--- config.mk ---
export PLATFORM = sky130hd
export DESIGN_NAME = isq_sequencer
export DESIGN_NICKNAME = d
export VERILOG_FILES = /design/src/rtl/isq_pkg.sv /design/src/rtl/isq_arbiter.sv /design/src/rtl/isq_fsm.sv /design/src/rtl/isq_save_pair.sv /design/src/rtl/isq_redirect.sv /design/src/rtl/isq_sequencer.sv
export SDC_FILE = /design/constraint.sdc
export NUM_CORES = 1
export LEC_CHECK = 0
export ABC_AREA = 1
export CORE_AREA = 5 5 148 150
export DETAILED_ROUTE_END_ITERATION = 10
export DIE_AREA = 0 0 153 155
export MAX_ROUTING_LAYER = met4
export PLACE_DENSITY_LB_ADDON = 0.12
export SLEW_MARGIN = 0
export SYNTH_ARGS = -nofsm -noshare
export SYNTH_HDL_FRONTEND = slang
export SYNTH_SLANG_ARGS = --single-unit
--- constraint.sdc ---
create_clock -name clk -period 3.2 [get_ports clk]
set_clock_uncertainty 0.2 [all_clocks]
set_input_delay 0.64 -clock clk [delete_from_list [all_inputs] [get_ports clk]]
set_output_delay 0.64 -clock clk [all_outputs]
set_load 0.005 [all_outputs]
--- src/rtl/isq_pkg.sv ---
package isq_pkg;

    localparam int MSR_W = 32;

    // Machine-state bit positions (bit 0 = least significant)
    localparam int MS_DTRANS   = 4;
    localparam int MS_ITRANS   = 5;
    localparam int MS_DBG_EN   = 9;
    localparam int MS_ALTWD_EN = 10;
    localparam int MS_MCHK_EN  = 12;
    localparam int MS_USER     = 14;
    localparam int MS_EXT_EN   = 15;
    localparam int MS_CRIT_EN  = 17;
    localparam int MS_WAIT     = 18;

    typedef enum logic [1:0] {
        ST_IDLE  = 2'd0,
        ST_WDOG  = 2'd1,
        ST_DMISS = 2'd2,
        ST_RFCI  = 2'd3
    } isq_state_e;

    function automatic logic [MSR_W-1:0] bit_at(input int pos);
        logic [MSR_W-1:0] m;
        m = '0;
        m[pos] = 1'b1;
        return m;
    endfunction

    // Bits cleared on critical (watchdog) entry
    localparam logic [MSR_W-1:0] CRIT_CLR =
        bit_at(MS_WAIT) | bit_at(MS_CRIT_EN) | bit_at(MS_EXT_EN) |
        bit_at(MS_USER) | bit_at(MS_DBG_EN) | bit_at(MS_ALTWD_EN) |
        bit_at(MS_ITRANS) | bit_at(MS_DTRANS);

    // Bits cleared on non-critical (miss) entry
    localparam logic [MSR_W-1:0] NCRIT_CLR =
        bit_at(MS_WAIT) | bit_at(MS_EXT_EN) | bit_at(MS_USER) |
        bit_at(MS_ITRANS) | bit_at(MS_DTRANS);

endpackage

--- src/rtl/isq_arbiter.sv ---
module isq_arbiter
    import isq_pkg::*;
(
    input  logic       wdog_req,
    input  logic       crit_en,
    input  logic       dmiss_req,
    input  logic       dtrans_en,
    input  logic       rfci_req,
    output isq_state_e pick
);

    logic wdog_ok;
    logic dmiss_ok;

    assign wdog_ok  = wdog_req & crit_en;
    assign dmiss_ok = dmiss_req & dtrans_en;

    // Fixed priority: watchdog, then miss, then return
    always_comb begin
        if (wdog_ok) begin
            pick = ST_WDOG;
        end else if (dmiss_ok) begin
            pick = ST_DMISS;
        end else if (rfci_req) begin
            pick = ST_RFCI;
        end else begin
            pick = ST_IDLE;
        end
    end

endmodule

--- src/rtl/isq_fsm.sv ---
module isq_fsm
    import isq_pkg::*;
(
    input  logic       clk,
    input  logic       rst_n,
    input  isq_state_e pick,
    output isq_state_e state_q,
    output logic       cap_wdog,
    output logic       cap_dmiss
);

    isq_state_e state_d;

    always_comb begin
        unique case (state_q)
            ST_IDLE:  state_d = pick;
            ST_WDOG:  state_d = ST_IDLE;
            ST_DMISS: state_d = ST_IDLE;
            ST_RFCI:  state_d = ST_IDLE;
            default:  state_d = ST_IDLE;
        endcase
    end

    always_ff @(posedge clk or negedge rst_n) begin
        if (!rst_n) begin
            state_q <= ST_IDLE;
        end else begin
            state_q <= state_d;
        end
    end

    always_comb begin
        cap_wdog  = (state_q == ST_IDLE) && (state_d == ST_WDOG);
        cap_dmiss = (state_q == ST_IDLE) && (state_d == ST_DMISS);
    end

endmodule

--- src/rtl/isq_save_pair.sv ---
module isq_save_pair
    import isq_pkg::*;
#(
    parameter int ADDR_W = 32
) (
    input  logic              clk,
    input  logic              rst_n,
    input  logic              cap,
    input  logic [ADDR_W-1:0] pc_in,
    input  logic [MSR_W-1:0]  msr_in,
    output logic [ADDR_W-1:0] pc_q,
    output logic [MSR_W-1:0]  msr_q
);

    always_ff @(posedge clk or negedge rst_n) begin
        if (!rst_n) begin
            pc_q  <= '0;
            msr_q <= '0;
        end else if (cap) begin
            pc_q  <= pc_in;
            msr_q <= msr_in;
        end
    end

endmodule

--- src/rtl/isq_redirect.sv ---
module isq_redirect
    import isq_pkg::*;
#(
    parameter int ADDR_W    = 32,
    parameter int WDOG_OFF  = 'h1020,
    parameter int DMISS_OFF = 'h1100
) (
    input  isq_state_e        state,
    input  logic [ADDR_W-1:0] vec_q,
    input  logic [ADDR_W-1:0] crit_pc,
    input  logic [MSR_W-1:0]  crit_msr,
    input  logic [MSR_W-1:0]  ncrit_msr,
    output logic              redir_valid,
    output logic [ADDR_W-1:0] redir_pc,
    output logic [MSR_W-1:0]  msr_out
);

    localparam int HALF_W = ADDR_W / 2;
    localparam int UP_W   = ADDR_W - HALF_W;
    localparam logic [ADDR_W-1:0] HI_MASK  = {{UP_W{1'b1}}, {HALF_W{1'b0}}};
    localparam logic [ADDR_W-1:0] WDOG_LO  = {{UP_W{1'b0}}, HALF_W'(WDOG_OFF)};
    localparam logic [ADDR_W-1:0] DMISS_LO = {{UP_W{1'b0}}, HALF_W'(DMISS_OFF)};

    logic [ADDR_W-1:0] vec_hi;
    assign vec_hi = vec_q & HI_MASK;

    always_comb begin
        unique case (state)
            ST_IDLE: begin
                redir_valid = 1'b0;
                redir_pc    = '0;
                msr_out     = '0;
            end
            ST_WDOG: begin
                redir_valid = 1'b1;
                redir_pc    = vec_hi | WDOG_LO;
                msr_out     = crit_msr & ~CRIT_CLR;
            end
            ST_DMISS: begin
                redir_valid = 1'b1;
                redir_pc    = vec_hi | DMISS_LO;
                msr_out     = ncrit_msr & ~NCRIT_CLR;
            end
            ST_RFCI: begin
                redir_valid = 1'b1;
                redir_pc    = crit_pc;
                msr_out     = crit_msr;
            end
            default: begin
                redir_valid = 1'b0;
                redir_pc    = '0;
                msr_out     = '0;
            end
        endcase
    end

endmodule

--- src/rtl/isq_sequencer.sv ---
module isq_sequencer
    import isq_pkg::*;
#(
    parameter int ADDR_W    = 32,
    parameter int WDOG_OFF  = 'h1020,
    parameter int DMISS_OFF = 'h1100
) (
    input  logic              clk,
    input  logic              rst_n,
    input  logic [ADDR_W-1:0] cur_pc,
    input  logic [ADDR_W-1:0] next_pc,
    input  logic [MSR_W-1:0]  msr_in,
    input  logic [ADDR_W-1:0] vec_prefix,
    input  logic              wdog_req,
    input  logic              dmiss_req,
    input  logic [ADDR_W-1:0] dmiss_addr,
    input  logic              dmiss_store,
    input  logic              dmiss_cbop,
    input  logic              rfci_req,
    output logic              redir_valid,
    output logic [ADDR_W-1:0] redir_pc,
    output logic [MSR_W-1:0]  msr_out,
    output logic [ADDR_W-1:0] crit_save_pc,
    output logic [MSR_W-1:0]  crit_save_msr,
    output logic [ADDR_W-1:0] ncrit_save_pc,
    output logic [MSR_W-1:0]  ncrit_save_msr,
    output logic [ADDR_W-1:0] fault_addr,
    output logic              synd_store
);

    localparam int N_PAIR = 2;   // index 0: critical, index 1: non-critical

    isq_state_e pick;
    isq_state_e state_q;
    logic       cap_wdog;
    logic       cap_dmiss;
    logic [ADDR_W-1:0] vec_q;

    isq_arbiter u_arb (
        .wdog_req  (wdog_req),
        .crit_en   (msr_in[MS_CRIT_EN]),
        .dmiss_req (dmiss_req),
        .dtrans_en (msr_in[MS_DTRANS]),
        .rfci_req  (rfci_req),
        .pick      (pick)
    );

    isq_fsm u_fsm (
        .clk       (clk),
        .rst_n     (rst_n),
        .pick      (pick),
        .state_q   (state_q),
        .cap_wdog  (cap_wdog),
        .cap_dmiss (cap_dmiss)
    );

    logic [N_PAIR-1:0]             pair_cap;
    logic [N_PAIR-1:0][ADDR_W-1:0] pair_pc_in;
    logic [N_PAIR-1:0][ADDR_W-1:0] pair_pc_q;
    logic [N_PAIR-1:0][MSR_W-1:0]  pair_msr_q;

    assign pair_cap[0]   = cap_wdog;
    assign pair_pc_in[0] = next_pc;   // critical: next sequential instruction
    assign pair_cap[1]   = cap_dmiss;
    assign pair_pc_in[1] = cur_pc;    // precise: faulting instruction

    for (genvar g = 0; g < N_PAIR; g++) begin : g_pair
        isq_save_pair #(.ADDR_W(ADDR_W)) u_pair (
            .clk    (clk),
            .rst_n  (rst_n),
            .cap    (pair_cap[g]),
            .pc_in  (pair_pc_in[g]),
            .msr_in (msr_in),
            .pc_q   (pair_pc_q[g]),
            .msr_q  (pair_msr_q[g])
        );
    end

    always_ff @(posedge clk or negedge rst_n) begin
        if (!rst_n) begin
            vec_q      <= '0;
            fault_addr <= '0;
            synd_store <= 1'b0;
        end else begin
            if (cap_wdog || cap_dmiss) begin
                vec_q <= vec_prefix;
            end
            if (cap_dmiss) begin
                fault_addr <= dmiss_addr;
                synd_store <= dmiss_store | dmiss_cbop;
            end
        end
    end

    isq_redirect #(
        .ADDR_W    (ADDR_W),
        .WDOG_OFF  (WDOG_OFF),
        .DMISS_OFF (DMISS_OFF)
    ) u_red (
        .state       (state_q),
        .vec_q       (vec_q),
        .crit_pc     (pair_pc_q[0]),
        .crit_msr    (pair_msr_q[0]),
        .ncrit_msr   (pair_msr_q[1]),
        .redir_valid (redir_valid),
        .redir_pc    (redir_pc),
        .msr_out     (msr_out)
    );

    assign crit_save_pc   = pair_pc_q[0];
    assign crit_save_msr  = pair_msr_q[0];
    assign ncrit_save_pc  = pair_pc_q[1];
    assign ncrit_save_msr = pair_msr_q[1];

endmodule

## Word-level counts from Yosys, hierarchy flattened

Cells that the tools add are included.

- Eq/ne operators: 5
- Muxes and demuxes: 7
- Bitwise operators: 3
- Reductions and logical operators: 5

Operators with widths:

| cell | number |
|---|---|
| $pmux 32 s4 | 2 |
| $eq 2x2->1 const B | 3 |
| $mux 2 | 3 |
| $eq 2x1->1 const B | 2 |
| $pmux 2 s2 | 1 |
| $reduce_or 3->1 | 1 |
| $and 1x1->1 | 2 |
| $logic_and 1x1->1 | 2 |
| $logic_not 2->1 | 1 |
| $pmux 1 s2 | 1 |
| $logic_or 1x1->1 | 1 |
| $or 1x1->1 | 1 |

- Register bits after elaboration: 195
- Bits of input ports: 167
- Output and inout port bits: 226
- Word-level logic and storage cells: 28

## Logic depth before layout (Yosys ltp)

- Depth in word-level cells: 7
- Mapped depth: 8
- Mapped depth without buffers: 7

## By module

A second synthesis with hierarchy kept.

- Cells, all modules: 1046
- Area, all modules: 8450.6 µm²

Modules (own cells, without submodules):

| module | times used | cells an instance | area each (µm²) | sequential area each (µm²) |
|---|---|---|---|---|
| isq_save_pair | 2 | 270 | 2446.1 | 1601.5 |
| isq_sequencer | 1 | 278 | 2507.4 | 1626.6 |
| isq_redirect | 1 | 211 | 939.7 | 0.0 |
| isq_fsm | 1 | 9 | 78.8 | 50.0 |
| isq_arbiter | 1 | 8 | 32.5 | 0.0 |

## Least setup slack after synthesis

Ideal clock, no wire load.

- Path kind: register to output
- Start: register u_fsm.state_q[1]
- End: output port msr_out[12]
- Data arrival time: 1.137 ns
- Data required time: 2.360 ns
- Setup slack: 1.223 ns
- Cell stages (with the launch flop): 5
- Path buffers: 1
- Cells stage by stage: dfrtp_1 > inv_1 > nor2_4 > buf_2 > a22o_1

- Cells in the longest elaborated chain, start to end: 2

Ends and longest elaborated chain:

| item | line | source |
|---|---|---|
| start: declaration | isq_fsm.sv:7 | `output isq_state_e state_q,` |
| start signal: assignment | isq_fsm.sv:28 | `state_q <= state_d;` |
| $eq 2x2->1 (tied with other cells) | isq_redirect.sv:28 | `unique case (state)` |
| $pmux 32 s4 * | isq_redirect.sv:28 |  |
| end: declaration | isq_sequencer.sv:22 | `output logic [MSR_W-1:0] msr_out,` |

Every way passes the cells marked *; elsewhere a longest branch is shown, timed or not.

## Worst setup path after layout

- Start: register u_fsm.state_q[1]
- End: output port redir_pc[31]

- Cells in the longest elaborated chain, start to end: 2

Ends and longest elaborated chain:

| item | line | source |
|---|---|---|
| $eq 2x2->1 (tied with other cells) | isq_redirect.sv:28 |  |
| $pmux 32 s4 * | isq_redirect.sv:28 |  |
| end: declaration | isq_sequencer.sv:21 | `output logic [ADDR_W-1:0] redir_pc,` |

Marks and branches as above.

==> results.ini <==
[sta]
grt_setup_unrepaired=false
timing.final.max_slew_violations=0
period_share=0.951
max_freq_mhz=329
relSlewSlack=0.578
tightest_slew_ns=0.634
finalSetupViolCount=0
min_period_ns=3.04
final.setup.tns_ns=0
hold_viol=1
holdWs_ns=-0.00569
layout_setup_ws_ns=0.158

[global_route]
grt_pass1_wl_um=40300
grt_pass1_vias=7107
grt_usage=0.221
grt_overflow_total=0
grt_max_degree=111
antenna_found_initial=0

[logic_synthesis]
ys_ff_latch=179
synthFlopType=dfrtp_1
syn_nets=1047
yosysUniqueCellTypes=23
yosysTopAreaCell=dfrtp_1
yosysWarnings=0
synth_edf_count=0
syn_inst=880
netlist_area_um2=7620
synth_most_common_cell=nand2_1
synth.area.top_cells=dfrtp_1 (59%), nand2_1 (15%), nand3_1 (7.7%)
postSynth.asyncResetShare=1.00
avgSynthCellArea_um2=8.65
synth_commonest_cells=nand2_1 (303), dfrtp_1 (179), nand3_1 (117)
seq_area_frac_synth=0.588
synth_top_area_frac=0.588

[die]
fp-row-count=53
die_area_um2=23700
fp.coreArea_um2=20600
ios=393
die_w_um=153
chipHeight_um=155
start_util=0.370

[drt]
vias=7222
post_drt_wl_per_cell_um=17.1
finalWirelength_um=26000
dr.pass1.iters=4
drtAntennaViolNets=0
routed_via_density=4.75
drt-initial-drc-count=313
detail_route.drc_violations=0

[final_layout]
fin_nets=1400
drive_gt1_frac=0.0498
final_util=0.595
stdcell_area_um2=12200
diodes=0
syn2layout_area_growth_pct=60.7

[job]
cap_violations=0

[clocking]
ctsHoldBuffers=0
cts.clk_slew.worst_paths_ns=0.07
post_cts_buffers=0
cts_tree=built
cts_root_buffer=clkbuf_16
clk_latency_ns=0.42
cts_num_sinks=179
htree_levels=4
numCtsBuffers=17
cts_buffer_depth=2

[min_path]
hp-class=in -> async

[setup_path]
r2r_end=g_pair[0].u_pair.pc_q[7]
reg2regPathDepth=6
required_ns=2.36
arrival_ns=2.20
endpoint_kind=output port
rr_startpoint=u_fsm.state_q[0]
reg2reg_slack_ns=1.31
crit_fanout=27
cp-start-kind=flip-flop
critPathKind=reg -> out

[outcome]
violations=hold timing
status=finished with violations

[placed_design]
hpwl_um=18800
port_buffers=376
place_congestion=0.829
postPlaceCellArea_um2=11700
dp_slack_ns=0.487

[power]
powerDensity_nw_per_um2=747
leakage_uw=0.00577
irDropWorstVdd_mv=0.379

[layout make-up]
| type | instances | area, µm² |
|---|---|---|
| inverter | 54 | 203 |
| clock inverter | 14 | 141 |
| fill | 1842 | 8320 |
| timing repair buffer | 395 | 3970 |
| tap | 275 | 344 |
| clock buffer | 18 | 439 |
| sequential | 179 | 4480 |
| multi-input combinational | 586 | 2660 |
[state kept, by name, summed over array words and instances (netlist names)]
signal	count
g_pair.u_pair.msr_q	64
g_pair.u_pair.pc_q	64
fault_addr	32
vec_q	16
u_fsm.state_q	2
synd_store	1
[worst max-delay path by stage]
stage	to	depth (start not counted)	startpoint	slack, ns
6_report	redir_pc[31]	6	u_fsm.state_q[1]	0.16
5_1_grt	redir_pc[31]	6	u_fsm.state_q[1]	0.03
4_1_cts	redir_pc[31]	6	u_fsm.state_q[1]	0.02
3_5_place_dp	redir_pc[31]	6	u_fsm.state_q[1]	0.49
3_3_place_gp	redir_pc[31]	6	u_fsm.state_q[1]	0.53
2_1_floorplan	msr_out[12]	4	u_fsm.state_q[1]	1.22
[cells in the final DEF (no fill, tap or decap), drive strengths merged]
cell type and count:
clkdlybuf4s50 375, nand2 305, dfrtp 179, nand3 118, o21ai 80, inv 62, nor2 42, a22o 24
buf 20, clkbuf 18, a21oi 16, clkinv 3, clkinvlp 2, nand4 1, bufinv 1
[per-layer routing]
layer | vias up | track usage | share of wire
met2 | 289 | 0.362 | 0.49
met4 | 0 | 0.0590 | 0.019
met5 | - | - | 0
met3 | 27 | 0.0732 | 0.080
met1 | 3370 | 0.265 | 0.41
li1 | 3536 | - | -
[stage by stage]
step / total power, µW / instances
2_1_floorplan: 4720 / 880
4_1_cts: 9280 / 1521
3_5_place_dp: 7150 / 1489
5_1_grt: 9750 / 1521
6_report: 9140 / 1521
3_3_place_gp: 7100 / 1489
[where the power goes]
group	internal [µW]	switching, µW
clock	1120	963
combinational	2090	1370
sequential	3030	571
[logic make-up (layout without fill, tap and decap cells)]
family,count (synthesis),count (layout),synth area share
DFF,179,179,0.588
and+or+nand+nor,466,466,0.256
AOI/OAI and AO/OA,120,120,0.0912
buffers and inverters,115,481,0.0646
[critical path, stage by stage, from the launching register on]
cell and delay, ns:
dfrtp_1 0.50, inv_1 0.17, nor2_4 0.12, buf_6 0.26
o21ai_0 0.13, nand2_1 0.07, clkdlybuf4s50_1 0.53
[timing repair]
| action | 4_1_cts | 5_1_grt |
|---|---|---|
| resized for setup | 0 | 1 |
| setup endpoints to repair | 0 | 18 |
| endpoints found under the hold margin | 0 | 0 |
(Power assumes the default switching activity.)
